`src/rtl/nand_trig_pkg.sv`:
```
package nand_trig_pkg;
    localparam int OP_W     = 6;
    localparam int DW       = 16;
    localparam int FLAG_BIT = 15;
    localparam int CFG_MASK = 4;
    localparam int CFG_BE   = 5;
    localparam int CFG_SRST = 6;
    localparam int CFG_CE   = 7;
    localparam int CFG_FPI  = 11;
    localparam logic [DW-1:0] CFG_DEFAULT = 16'h0010;
    localparam logic [DW-1:0] CFG_WMASK   = 16'h08B0;
    localparam logic [DW-1:0] BUF_WMASK   = 16'h0067;

    typedef enum logic [2:0] {
        SEL_OP  = 3'd0,
        SEL_CFG = 3'd1,
        SEL_BUF = 3'd2,
        SEL_CMD = 3'd3,
        SEL_ADR = 3'd4
    } reg_sel_e;

    typedef struct packed {
        logic            busy;
        logic            flag;
        logic [OP_W-1:0] op;
    } seq_st_t;
endpackage

```
`src/rtl/nand_trig_opsel.sv`:
```
module nand_trig_opsel #(
    parameter int W = 6
) (
    input  logic [W-1:0] req,
    output logic [W-1:0] grant
);
    logic [W:0] seen;
    assign seen[0] = 1'b0;

    for (genvar i = 0; i < W; i++) begin : g_pick
        assign grant[i]  = req[i] & ~seen[i];
        assign seen[i+1] = seen[i] | req[i];
    end

    always_comb begin

        onehot_grant_chk: assert ($onehot0(grant));
    end
endmodule

```
`src/rtl/nand_trig_seq.sv`:
```
module nand_trig_seq
    import nand_trig_pkg::*;
(
    input  logic            clk,
    input  logic            rst_n,
    input  logic            soft_clr,
    input  logic            soft_busy,
    input  logic            op_wr,
    input  logic [DW-1:0]   wdata,
    input  logic            eng_done,
    output logic            busy,
    output logic            flag,
    output logic [OP_W-1:0] op
);
    seq_st_t         st_d, st_q;
    logic [OP_W-1:0] grant;

    nand_trig_opsel #(.W(OP_W)) opsel_i (
        .req   (wdata[OP_W-1:0]),
        .grant (grant)
    );

    always_comb begin
        st_d = st_q;
        if (soft_clr) begin
            st_d = '0;
        end else if (!soft_busy) begin
            if (op_wr) begin
                if (!wdata[FLAG_BIT]) st_d.flag = 1'b0;
                if (!st_q.busy && (|grant)) begin
                    st_d.busy = 1'b1;
                    st_d.op   = grant;
                end
            end
            if (st_q.busy && eng_done) begin
                st_d.busy = 1'b0;
                st_d.op   = '0;
                st_d.flag = 1'b1;
            end
        end
    end

    always_ff @(posedge clk or negedge rst_n) begin
        if (!rst_n) st_q <= '0;
        else        st_q <= st_d;
    end

    assign busy = st_q.busy;
    assign flag = st_q.flag;
    assign op   = st_q.op;


    busy_onehot_chk: assert property (@(posedge clk) disable iff (!rst_n)
        busy |-> $onehot(op));

    busy_hold_chk: assert property (@(posedge clk) disable iff (!rst_n)
        (busy && !eng_done && !soft_busy) |=> (busy && $stable(op)));

    done_sets_flag_chk: assert property (@(posedge clk) disable iff (!rst_n)
        (busy && eng_done && !soft_busy) |=> (flag && !busy));

    flag_sticky_chk: assert property (@(posedge clk) disable iff (!rst_n)
        (flag && !(op_wr && !wdata[FLAG_BIT]) && !soft_clr) |=> flag);
endmodule

```
`src/rtl/nand_trig_rstctl.sv`:
```
module nand_trig_rstctl #(
    parameter int RST_CYCLES = 4
) (
    input  logic clk,
    input  logic rst_n,
    input  logic start,
    output logic active,
    output logic clr
);
    localparam int CW = $clog2(RST_CYCLES + 1);

    typedef struct packed {
        logic [CW-1:0] cnt;
    } rst_st_t;

    rst_st_t st_d, st_q;

    always_comb begin
        st_d = st_q;
        if (st_q.cnt != '0)  st_d.cnt = st_q.cnt - 1'b1;
        else if (start)      st_d.cnt = CW'(RST_CYCLES);
    end

    always_ff @(posedge clk or negedge rst_n) begin
        if (!rst_n) st_q <= '0;
        else        st_q <= st_d;
    end

    assign active = (st_q.cnt != '0);
    assign clr    = (st_q.cnt == CW'(1));


    rst_begin_chk: assert property (@(posedge clk) disable iff (!rst_n)
        (start && !active) |=> active);

    rst_end_chk: assert property (@(posedge clk) disable iff (!rst_n)
        clr |=> !active);
endmodule

```
`src/rtl/nand_op_trigger.sv`:
```
module nand_op_trigger
    import nand_trig_pkg::*;
#(
    parameter int RST_CYCLES = 4
) (
    input  logic          clk,
    input  logic          rst_n,
    input  logic          bus_wr,
    input  logic [2:0]    bus_sel,
    input  logic [15:0]   bus_wdata,
    output logic [15:0]   bus_rdata,
    output logic          eng_req,
    output logic [5:0]    eng_op,
    output logic [15:0]   eng_cmd,
    output logic [15:0]   eng_adr,
    output logic [2:0]    eng_buf,
    input  logic          eng_done,
    output logic          chip_en,
    output logic [1:0]    chip_sel,
    output logic          big_endian,
    output logic          page_irq_mode,
    output logic          irq
);
    typedef struct packed {
        logic [DW-1:0] cfg;
        logic [DW-1:0] bufa;
        logic [DW-1:0] cmd;
        logic [DW-1:0] adr;
    } regs_t;

    regs_t           rg_d, rg_q;
    logic            rst_active, rst_clr, rst_start;
    logic            op_wr, busy, flag;
    logic [OP_W-1:0] op;

    assign op_wr     = bus_wr && (bus_sel == SEL_OP);
    assign rst_start = bus_wr && (bus_sel == SEL_CFG) && bus_wdata[CFG_SRST];

    nand_trig_rstctl #(.RST_CYCLES(RST_CYCLES)) rstctl_i (
        .clk    (clk),
        .rst_n  (rst_n),
        .start  (rst_start),
        .active (rst_active),
        .clr    (rst_clr)
    );

    nand_trig_seq seq_i (
        .clk       (clk),
        .rst_n     (rst_n),
        .soft_clr  (rst_clr),
        .soft_busy (rst_active),
        .op_wr     (op_wr),
        .wdata     (bus_wdata),
        .eng_done  (eng_done),
        .busy      (busy),
        .flag      (flag),
        .op        (op)
    );

    always_comb begin
        rg_d = rg_q;
        if (bus_wr) begin
            unique case (bus_sel)
                SEL_CFG: if (!rst_active) rg_d.cfg = bus_wdata & CFG_WMASK;
                SEL_BUF: rg_d.bufa = bus_wdata & BUF_WMASK;
                SEL_CMD: rg_d.cmd  = bus_wdata;
                SEL_ADR: rg_d.adr  = bus_wdata;
                default: ;
            endcase
        end
        if (rst_clr) rg_d.cfg = CFG_DEFAULT;
    end

    always_ff @(posedge clk or negedge rst_n) begin
        if (!rst_n) begin
            rg_q     <= '0;
            rg_q.cfg <= CFG_DEFAULT;
        end else begin
            rg_q <= rg_d;
        end
    end

    always_comb begin
        bus_rdata = '0;
        unique case (bus_sel)
            SEL_OP: begin
                bus_rdata[OP_W-1:0] = op;
                bus_rdata[FLAG_BIT] = flag;
            end
            SEL_CFG: begin
                bus_rdata           = rg_q.cfg;
                bus_rdata[CFG_SRST] = rst_active;
            end
            SEL_BUF: bus_rdata = rg_q.bufa;
            SEL_CMD: bus_rdata = rg_q.cmd;
            SEL_ADR: bus_rdata = rg_q.adr;
            default: bus_rdata = '0;
        endcase
    end

    assign eng_req       = busy;
    assign eng_op        = op;
    assign eng_cmd       = rg_q.cmd;
    assign eng_adr       = rg_q.adr;
    assign eng_buf       = rg_q.bufa[2:0];
    assign chip_sel      = rg_q.bufa[6:5];
    assign chip_en       = rg_q.cfg[CFG_CE];
    assign big_endian    = rg_q.cfg[CFG_BE];
    assign page_irq_mode = rg_q.cfg[CFG_FPI];
    assign irq           = flag & ~rg_q.cfg[CFG_MASK];


    irq_after_done_chk: assert property (@(posedge clk) disable iff (!rst_n)
        (busy && eng_done && !rst_active && !rg_q.cfg[CFG_MASK] && !rst_start
         && !(bus_wr && bus_sel == SEL_CFG)) |=> irq);

    srst_default_chk: assert property (@(posedge clk) disable iff (!rst_n)
        rst_clr |=> (!eng_req && !flag && (rg_q.cfg == CFG_DEFAULT)));
endmodule

```
`config.mk`:
```
export PLATFORM = sky130hd
export DESIGN_NAME = nand_op_trigger
export DESIGN_NICKNAME = d
export VERILOG_FILES = /design/src/rtl/nand_trig_pkg.sv /design/src/rtl/nand_trig_opsel.sv /design/src/rtl/nand_trig_seq.sv /design/src/rtl/nand_trig_rstctl.sv /design/src/rtl/nand_op_trigger.sv
export SDC_FILE = /design/constraint.sdc
export NUM_CORES = 1
export LEC_CHECK = 0
export ABC_AREA = 1
export BUFFER_PORTS_ARGS = -buffer_cell sky130_fd_sc_hd__buf_2
export CAP_MARGIN = 25
export CORE_MARGIN = 5
export CORE_UTILIZATION = 30
export CTS_CLUSTER_SIZE = 40
export DETAILED_ROUTE_END_ITERATION = 8
export HOLD_SLACK_MARGIN = 0.08
export MAX_ROUTING_LAYER = met4
export SLEW_MARGIN = 20
export SYNTH_ARGS = -nofsm -noshare
export SYNTH_HDL_FRONTEND = slang
export SYNTH_SLANG_ARGS = --single-unit
```
`constraint.sdc`:
```
create_clock -name clk -period 1.31 [get_ports clk]
set_input_delay 0.0655 -clock clk [delete_from_list [all_inputs] [get_ports clk]]
set_output_delay 0.0655 -clock clk [all_outputs]
set_load 0.01 [all_outputs]
```
==> results_dict.tcl, run 1 <==
set metrics [dict create \
    status "finished with violations" \
    violations "negative setup slack" \
    p_leak_nw 1.89 \
    clkLatencyLatePin_ns 0.31 \
    clock_skew_ns 0.00784 \
    netlist_instances 327 \
    layout.area.seq_sq_um 1300 \
    core_sq_um 9240 \
    area_delta_synth_final_pct 27.4 \
    path_buf_inv 2 \
    grt_pass1_vias 2437 \
    worst_slew_pin_slew_ns 0.365 \
    fraction_of_the_mapped_netlist_area_in_compound_gates_pct 14.7 \
    cts_tree "built" \
    place_congestion 0.780 \
    floorplan.die.height_microns 107 \
    fillerInstances 964 \
    path_cells "nor2_2 > ha_2 > buf_6 > o2111ai_2 > buf_2" \
    rsz0062_at_grt "true" \
    cap_viol_max_count 0 \
    timing.final.setup_violations 14 \
    drt_pass1_iterations 4 \
    synth.yosys.seq_area_share_pct 45.8 \
    postRouteAntennaNets 0 \
    critPathKind "flip-flop to primary output" \
    finalHoldViolCount 0 \
    clock_path_buffers 2 \
    hpwl_mm 5.77 \
    synthesized_area_per_cell_sq_um 8.70 \
    final_nets 439 \
    globalRouteTotalUtil_pct 13.9 \
    yosys.area_share.xor_xnor_pct 0 \
    areal_power_density_over_the_cells_nw_per_um2 1540 \
    die_area_sq_um 11500 \
    post_synth_and_or_nand_nor_area_fraction_pct 22.4 \
    clkSlewWorstSetupHoldPaths_ns 0.11 \
    netlist_top_cells_area "sky130_fd_sc_hd__dfrtp_1 45%, sky130_fd_sc_hd__nand2_1 12%, sky130_fd_sc_hd__buf_4 10%, sky130_fd_sc_hd__o21ai_2 5.5%, sky130_fd_sc_hd__o21ai_1 4.0%" \
    synth_cell_type_count 34 \
    antenna-diode-count 0 \
    finalCoreUtilization_pct 39.2 \
    max-slew-margin-rel_pct 75.7 \
    multiInputGateArea_sq_um 1130 \
    yosysTopAreaCell "sky130_fd_sc_hd__dfrtp_1" \
    synthesized_netlist_net_count 351 \
    synth_fa_ha_area_share_pct 0.440 \
    vias 2385 \
    netlist_area_sq_um 2840 \
    drt-initial-drc-count 116 \
    ys_async_sr_fraction_pct 100 \
    synth_top_family_by_area "simple AND/OR/NAND/NOR gates" \
    dp_cells 513 \
    top_flip_flop_cell_by_instance_count_after_synthesis "sky130_fd_sc_hd__dfrtp_1" \
    worstPathRequired_ns 1.24 \
    floorplan.rows 35 \
    slowest_stage "sky130_fd_sc_hd__dfrtp_1" \
    worstPathArrival_ns 1.45 \
    endpoint_kind "primary output" \
    yosys.area.top_type_share_pct 44.9 \
    final_total_power_mw 5.56 \
    fmax_ghz 0.660 \
    globalRouteOverflowTotal 0 \
    hold_slack_ns 0.148 \
    layout.cells.non_filler 545 \
    route.detailed.wl_per_inst_microns 13.9 \
    cts_inserted_buffers 5 \
    crit_fanout 2 \
    clock_tree.root_cell "sky130_fd_sc_hd__clkbuf_8" \
    sort_of_element_at_the_start_of_the_critical_path "flip-flop" \
    peakVddDrop_mv 0.586 \
    finalWirelength_mm 7.58 \
    ioPinCount 87 \
    start_util_pct 30.8 \
    grt_max_degree 25 \
    die_w_microns 107 \
    final.period_utilization_pct 116 \
    slew_violations 0 \
    ctsHtreeMaxLevel 2 \
    remaining_drc_errors 0 \
    flip_flop_and_latch_count_after_synthesis 52 \
    synth-warning-count 0 \
    port_buffers 86 \
    finalCriticalPeriod_ns 1.51 \
    critical_path.max_stage_delay_ns 0.41 \
    route.detailed.vias_per_inst 4.38 \
    worst-r2r-setup-slack_ns -0.19 \
    synth-edff-count 0 \
    global_route_wire_length_before_repair_mm 12.4 \
    yosys-mux-area-fraction_pct 0 \
    fin_ws_ns -0.205 \
    antenna_found_initial 0 \
    timing.hold.worst.class "input port to flip-flop" \
    tritoncts_sink_count 52 \
    path_delay_family "flip-flops" \
    drive_above_1_share_pct 43.0 \
]
==> layout make-up <==
cell class,count,share of cell area (%)
repair buffers,127,22.2
clock inverters,3,0.725
flip-flops and latches,52,35.9
well taps,129,4.45
inverters,33,3.63
clock buffers,5,1.90
multi-input cells,196,31.1
==> power breakdown <==
part           internal (mW)  total (mW)  switching, mW
Combinational           1.02        2.29           1.27
Clock                  0.394       0.976          0.581
Sequential              1.99        2.30          0.308
==> cell usage after synthesis (2+ instances only) <==
library cell and instances:
sky130_fd_sc_hd__a22o_1 6, sky130_fd_sc_hd__buf_2 5, sky130_fd_sc_hd__buf_4 38, sky130_fd_sc_hd__buf_6 3
sky130_fd_sc_hd__dfrtp_1 51, sky130_fd_sc_hd__inv_1 20, sky130_fd_sc_hd__inv_2 11, sky130_fd_sc_hd__nand2_1 93
sky130_fd_sc_hd__nand2_2 2, sky130_fd_sc_hd__nand2_4 2, sky130_fd_sc_hd__nand3_1 9, sky130_fd_sc_hd__nand4_1 11
sky130_fd_sc_hd__nor2_1 7, sky130_fd_sc_hd__nor2_2 4, sky130_fd_sc_hd__o2111ai_1 2, sky130_fd_sc_hd__o211ai_1 3
sky130_fd_sc_hd__o21ai_0 2, sky130_fd_sc_hd__o21ai_1 23, sky130_fd_sc_hd__o21ai_2 18, sky130_fd_sc_hd__o22ai_1 3
==> placed cells by master, fill, tap and decap left out, types with 2 or more instances in the layout <==
| cell | netlist | layout |
|---|---|---|
| sky130_fd_sc_hd__inv_6 | 1 | 3 |
| sky130_fd_sc_hd__buf_6 | 3 | 3 |
| sky130_fd_sc_hd__inv_2 | 11 | 13 |
| sky130_fd_sc_hd__nand2_4 | 2 | 3 |
| sky130_fd_sc_hd__nand3_1 | 9 | 7 |
| sky130_fd_sc_hd__buf_4 | 38 | 20 |
| sky130_fd_sc_hd__nand3_2 | 0 | 2 |
| sky130_fd_sc_hd__o2111ai_2 | 0 | 2 |
| sky130_fd_sc_hd__nand2_2 | 2 | 5 |
| sky130_fd_sc_hd__a22o_1 | 6 | 6 |
| sky130_fd_sc_hd__nor2_2 | 4 | 6 |
| sky130_fd_sc_hd__o21ai_1 | 23 | 23 |
| sky130_fd_sc_hd__clkbuf_8 | 0 | 5 |
| sky130_fd_sc_hd__dlygate4sd3_1 | 0 | 17 |
| sky130_fd_sc_hd__nand4_1 | 11 | 11 |
| sky130_fd_sc_hd__o21ai_2 | 18 | 18 |
| sky130_fd_sc_hd__dfrtp_1 | 51 | 51 |
| sky130_fd_sc_hd__o22ai_1 | 3 | 2 |
| sky130_fd_sc_hd__o211ai_1 | 3 | 3 |
| sky130_fd_sc_hd__nor2_1 | 7 | 5 |
| sky130_fd_sc_hd__buf_2 | 5 | 86 |
| sky130_fd_sc_hd__inv_1 | 20 | 18 |
| sky130_fd_sc_hd__nand2_1 | 93 | 89 |
==> worst min-delay path, cell delays in order <==
cell and delay, ns:
sky130_fd_sc_hd__buf_2 0.19, sky130_fd_sc_hd__a31oi_1 0.11, sky130_fd_sc_hd__o21ai_1 0.06
==> final timing paths <==
| kind | to | depth (start not counted) | start |
|---|---|---|---|
| worst max-delay path | bus_rdata[6] | 5 | rstctl_i.st_q[1]$_DFFE_PN0P_ |
| worst min-delay path | rg_q[52]$_DFFE_PN1P_ | 3 | bus_wr |
| worst max register to register | seq_i.op[4]$_DFFE_PN0P_ | 8 | rstctl_i.st_q[1]$_DFFE_PN0P_ |
| worst min register to register | eng_adr[5]$_DFFE_PN0P_ | 2 | eng_adr[5]$_DFFE_PN0P_ |
| max in group asynchronous | eng_buf[0]$_DFFE_PN0P_ | 3 | rst_n |
| min in group asynchronous | seq_i.flag$_DFFE_PN0P_ | 2 | rst_n |
==> stage by stage <==
stage | setup WS, ns | cell area (sq um) | TNS (ns)
detailed placement | -0.127 | 3240 | -1.04
CTS | -0.173 | 3560 | -1.85
global route | -0.285 | 3620 | -3.37
finish | -0.205 | 3620 | -2.11
floorplan | -0.0262 | 2850 | -0.190
global placement | -0.0352 | 3240 | -0.221
==> layer usage <==
metal	track usage, %	share of wire [%]	wire, microns
met1	18.2	47	3580
met2	22.0	46	3520
met3	3.06	5.3	402
met4	3.16	1.0	76
met5	-	0	0
==> flip-flops by register name, indices dropped and copies added, names as in the netlist <==
signal,flops
chip_sel,2
chip_en,1
eng_cmd,16
eng_adr,16
big_endian,1
rstctl_i.st_q,3
seq_i.flag,1
rg_q,1
eng_buf,3
seq_i.busy,1
page_irq_mode,1
seq_i.op,6
==> repair_timing <==
item                                   4_1_cts  5_1_grt
hold buffers                                17        0
setup endpoints to repair                   14       17
resized for setup                            6       12
gates cloned                                 0        0
pin swaps                                    5        2
endpoints found under the hold margin       86        0
buffers inserted                             4        3
==> kinds of logic (layout without fill, tap and decap cells) <==
kind of cell,count (synthesis),in the layout
AO/OA/AOI/OAI,60,60
adder cells (fa/ha/maj),1,1
buffers and inverters,79,168
flip-flops,52,52
AND/OR/NAND/NOR,135,135
(Power assumes the default switching activity.)
==> run 2: changes to the inputs <==
--- a/config.mk
+++ b/config.mk
@@ -14,7 +14,9 @@
 export DETAILED_ROUTE_END_ITERATION = 8
 export HOLD_SLACK_MARGIN = 0.08
 export MAX_ROUTING_LAYER = met4
+export PLACE_DENSITY = 0.53
 export SLEW_MARGIN = 20
 export SYNTH_ARGS = -nofsm -noshare
 export SYNTH_HDL_FRONTEND = slang
+export SYNTH_HIERARCHICAL = 1
 export SYNTH_SLANG_ARGS = --single-unit
==> results_dict.tcl, run 2 <==
set metrics [dict create \
    routedLengthMet1_mm 3.93 \
    antenna_found_initial 0 \
    highest_count_cells_in_the_layout_ignoring_fill_and_taps "132 x sky130_fd_sc_hd__nand2_1, 86 x sky130_fd_sc_hd__buf_2, 50 x sky130_fd_sc_hd__dfrtp_1, 41 x sky130_fd_sc_hd__inv_1, 29 x sky130_fd_sc_hd__nand3_1" \
    cap_viol_max_count 0 \
    synth-edff-count 0 \
    critPathKind "flip-flop to flip-flop" \
    antenna-diode-count 0 \
    vias 2774 \
    remaining_drc_errors 0 \
    netlist_area_sq_um 3060 \
    timing.hold.worst.class "input port to flip-flop" \
    synthesized_netlist_net_count 428 \
    areal_power_density_over_the_cells_nw_per_um2 1290 \
    ys_async_sr_fraction_pct 100 \
    endpoint_kind "flip-flop" \
    globalRouteTotalUtil_pct 14.3 \
    timing.final.setup_violations 13 \
    clkSlewWorstSetupHoldPaths_ns 0.10 \
    drt-initial-drc-count 138 \
    port_buffers 86 \
    final_nets 518 \
    clock_path_buffers 2 \
    core_sq_um 9860 \
    worstPathRequired_ns 1.51 \
    route.detailed.vias_per_inst 4.41 \
    finalWirelength_mm 8.70 \
    violations "negative setup slack" \
    synth-warning-count 6 \
    place_congestion 0.813 \
    setup_tns_ns -0.530 \
    route.detailed.wl_per_inst_microns 13.8 \
    flip_flop_and_latch_count_after_synthesis 52 \
    floorplan.rows 36 \
    ctsHtreeMaxLevel 2 \
    drt_pass1_iterations 4 \
    yosys-top-cells-count "140 x sky130_fd_sc_hd__nand2_1, 51 x sky130_fd_sc_hd__dfrtp_1, 44 x sky130_fd_sc_hd__inv_1" \
    tritoncts_sink_count 52 \
    clock_tree.root_cell "sky130_fd_sc_hd__clkbuf_8" \
    cts_inserted_buffers 5 \
    grt_max_degree 53 \
    yosysTopAreaCell "sky130_fd_sc_hd__dfrtp_1" \
    netlist_instances 405 \
    status "finished with violations" \
    ioPinCount 87 \
    synth_cell_type_count 26 \
    post_dp_cell_area_sq_um 3420 \
    yosys.area.top_type_share_pct 41.7 \
    hpwl_mm 6.26 \
    layout_commonest_cell "sky130_fd_sc_hd__nand2_1" \
    clkLatencyLatePin_ns 0.30 \
    finalHoldViolCount 0 \
    p_leak_nw 2.13 \
    peakVddDrop_mv 0.610 \
    synthesized_area_per_cell_sq_um 7.56 \
    postRouteAntennaNets 0 \
    fin_ws_ns -0.0675 \
    clock_skew_ns 0.00605 \
    globalRouteOverflowTotal 0 \
    grt_pass1_vias 2723 \
    finalCriticalPeriod_ns 1.38 \
    global_route_wire_length_before_repair_mm 14.1 \
    worst-r2r-setup-slack_ns -0.07 \
    worst_slew_pin_slew_ns 0.359 \
    slew_violations 0 \
    dr_wl_met2_mm 4.29 \
    drive_above_1_share_pct 32.9 \
    rsz0062_at_grt "true" \
    die_w_microns 111 \
    floorplan.die.height_microns 111 \
    synth.yosys.seq_area_share_pct 42.6 \
    synth_most_common_cell "sky130_fd_sc_hd__nand2_1" \
    layout.cell_area.non_filler_sq_um 3880 \
    crit_fanout 8 \
    die_area_sq_um 12300 \
    max-slew-margin-rel_pct 76.0 \
    cts_tree "built" \
    routed-wl-met3_microns 351 \
    highest_metal_used "met4" \
    start_util_pct 31.0 \
    fillerInstances 1030 \
    sort_of_element_at_the_start_of_the_critical_path "flip-flop" \
    top_flip_flop_cell_by_instance_count_after_synthesis "sky130_fd_sc_hd__dfrtp_1" \
    area_delta_synth_final_pct 26.9 \
    netlist_top_cells_area "sky130_fd_sc_hd__dfrtp_1 42%, sky130_fd_sc_hd__nand2_1 17%, sky130_fd_sc_hd__buf_4 9.6%, sky130_fd_sc_hd__inv_1 5.4%, sky130_fd_sc_hd__nand3_1 4.7%" \
    worstPathArrival_ns 1.58 \
    final.period_utilization_pct 105 \
    fmax_ghz 0.726 \
]
run 2: cell types whose count changed after synthesis, sizes merged, moves of 3 or more:
cell   delta
nand2    +51
a22o      -6
nand4    -10
o22ai     -3
nor3      +4
nor2     +14
inv      +13
o21ai     -5
nand3    +20
run 2: report_power, final:
part	internal [mW]	total, mW	leakage, nW	switching, mW
registers	1.94	2.21	0.656	0.271
logic	0.669	1.60	1.41	0.935
clock network	0.675	1.21	0.0645	0.538
run 2: layer usage:
metal / track usage [%] / up-vias
met5: - / -
met4: 4.02 / 0
met3: 2.35 / 12
met2: 23.8 / 73
met1: 18.0 / 1281
li1: - / 1408
run 2: metrics by stage:
step | hold slack (ns) | total power, mW | utilization (%) | std cells | setup slack [ns]
after floorplan | -0.230 | 3.32 | - | 405 | 0.0148
after detailed placement | 0.0853 | 3.71 | 34.7 | 588 | -0.0158
after global routing | 0.128 | 5.34 | 39.4 | 629 | -0.179
after global placement | 0.0830 | 3.69 | 34.7 | 588 | 0.0298
after CTS | 0.0856 | 5.01 | 38.2 | 619 | -0.0620
final | 0.106 | 5.03 | 39.4 | 629 | -0.0675
run 2: final timing paths:
path	cells past startpoint	endpoint	startpoint
worst max-delay path	8	seq_i/busy$_DFFE_PN0P_	rstctl_i/st_q[2]$_DFFE_PN0P_
worst min-delay path	3	eng_adr[0]$_DFFE_PN0P_	bus_wdata[0]
worst max register to register	8	seq_i/busy$_DFFE_PN0P_	rstctl_i/st_q[2]$_DFFE_PN0P_
worst min register to register	1	rstctl_i/st_q[0]$_DFFE_PN0P_	rstctl_i/st_q[0]$_DFFE_PN0P_
max in group asynchronous	3	rg_q[52]$_DFFE_PN1P_	rst_n
min in group asynchronous	3	eng_cmd[14]$_DFFE_PN0P_	rst_n
run 2: layout make-up:
class	instances	area, sq um	share of cell area [%]
clock buffer	7	96.3	2.48
multi-input combinational	259	1260	32.4
tap	133	166	4.29
inverter	46	173	4.45
timing repair buffer	131	855	22.0
sequential	52	1300	33.6
clock inverter	1	30.0	0.773
run 2: repair_timing:
| item | 4_1_cts | 5_1_grt |
|---|---|---|
| endpoints found under the setup margin | 13 | 15 |
| gates cloned | 1 | 0 |
| resized for setup | 4 | 10 |
| buffers inserted | 5 | 9 |
| hold buffers | 17 | 1 |
| endpoints found under the hold margin | 81 | 1 |
| pin swaps | 6 | 9 |
run 2: logic make-up after synthesis:
family | after synthesis | share of synthesized area, %
buffers and inverters | 95 | 17.8
AOI/OAI and AO/OA | 45 | 8.87
DFF | 52 | 42.6
and+or+nand+nor | 213 | 30.8
run 2: critical path, stage by stage (launching register included):
cell and delay, ns:
sky130_fd_sc_hd__dfrtp_2 0.43, sky130_fd_sc_hd__buf_4 0.15, sky130_fd_sc_hd__nor3_4 0.19, sky130_fd_sc_hd__buf_12 0.14
sky130_fd_sc_hd__a21oi_4 0.04, sky130_fd_sc_hd__nand2_4 0.12, sky130_fd_sc_hd__nand2_4 0.09, sky130_fd_sc_hd__nand2_1 0.06
sky130_fd_sc_hd__nand2_1 0.05
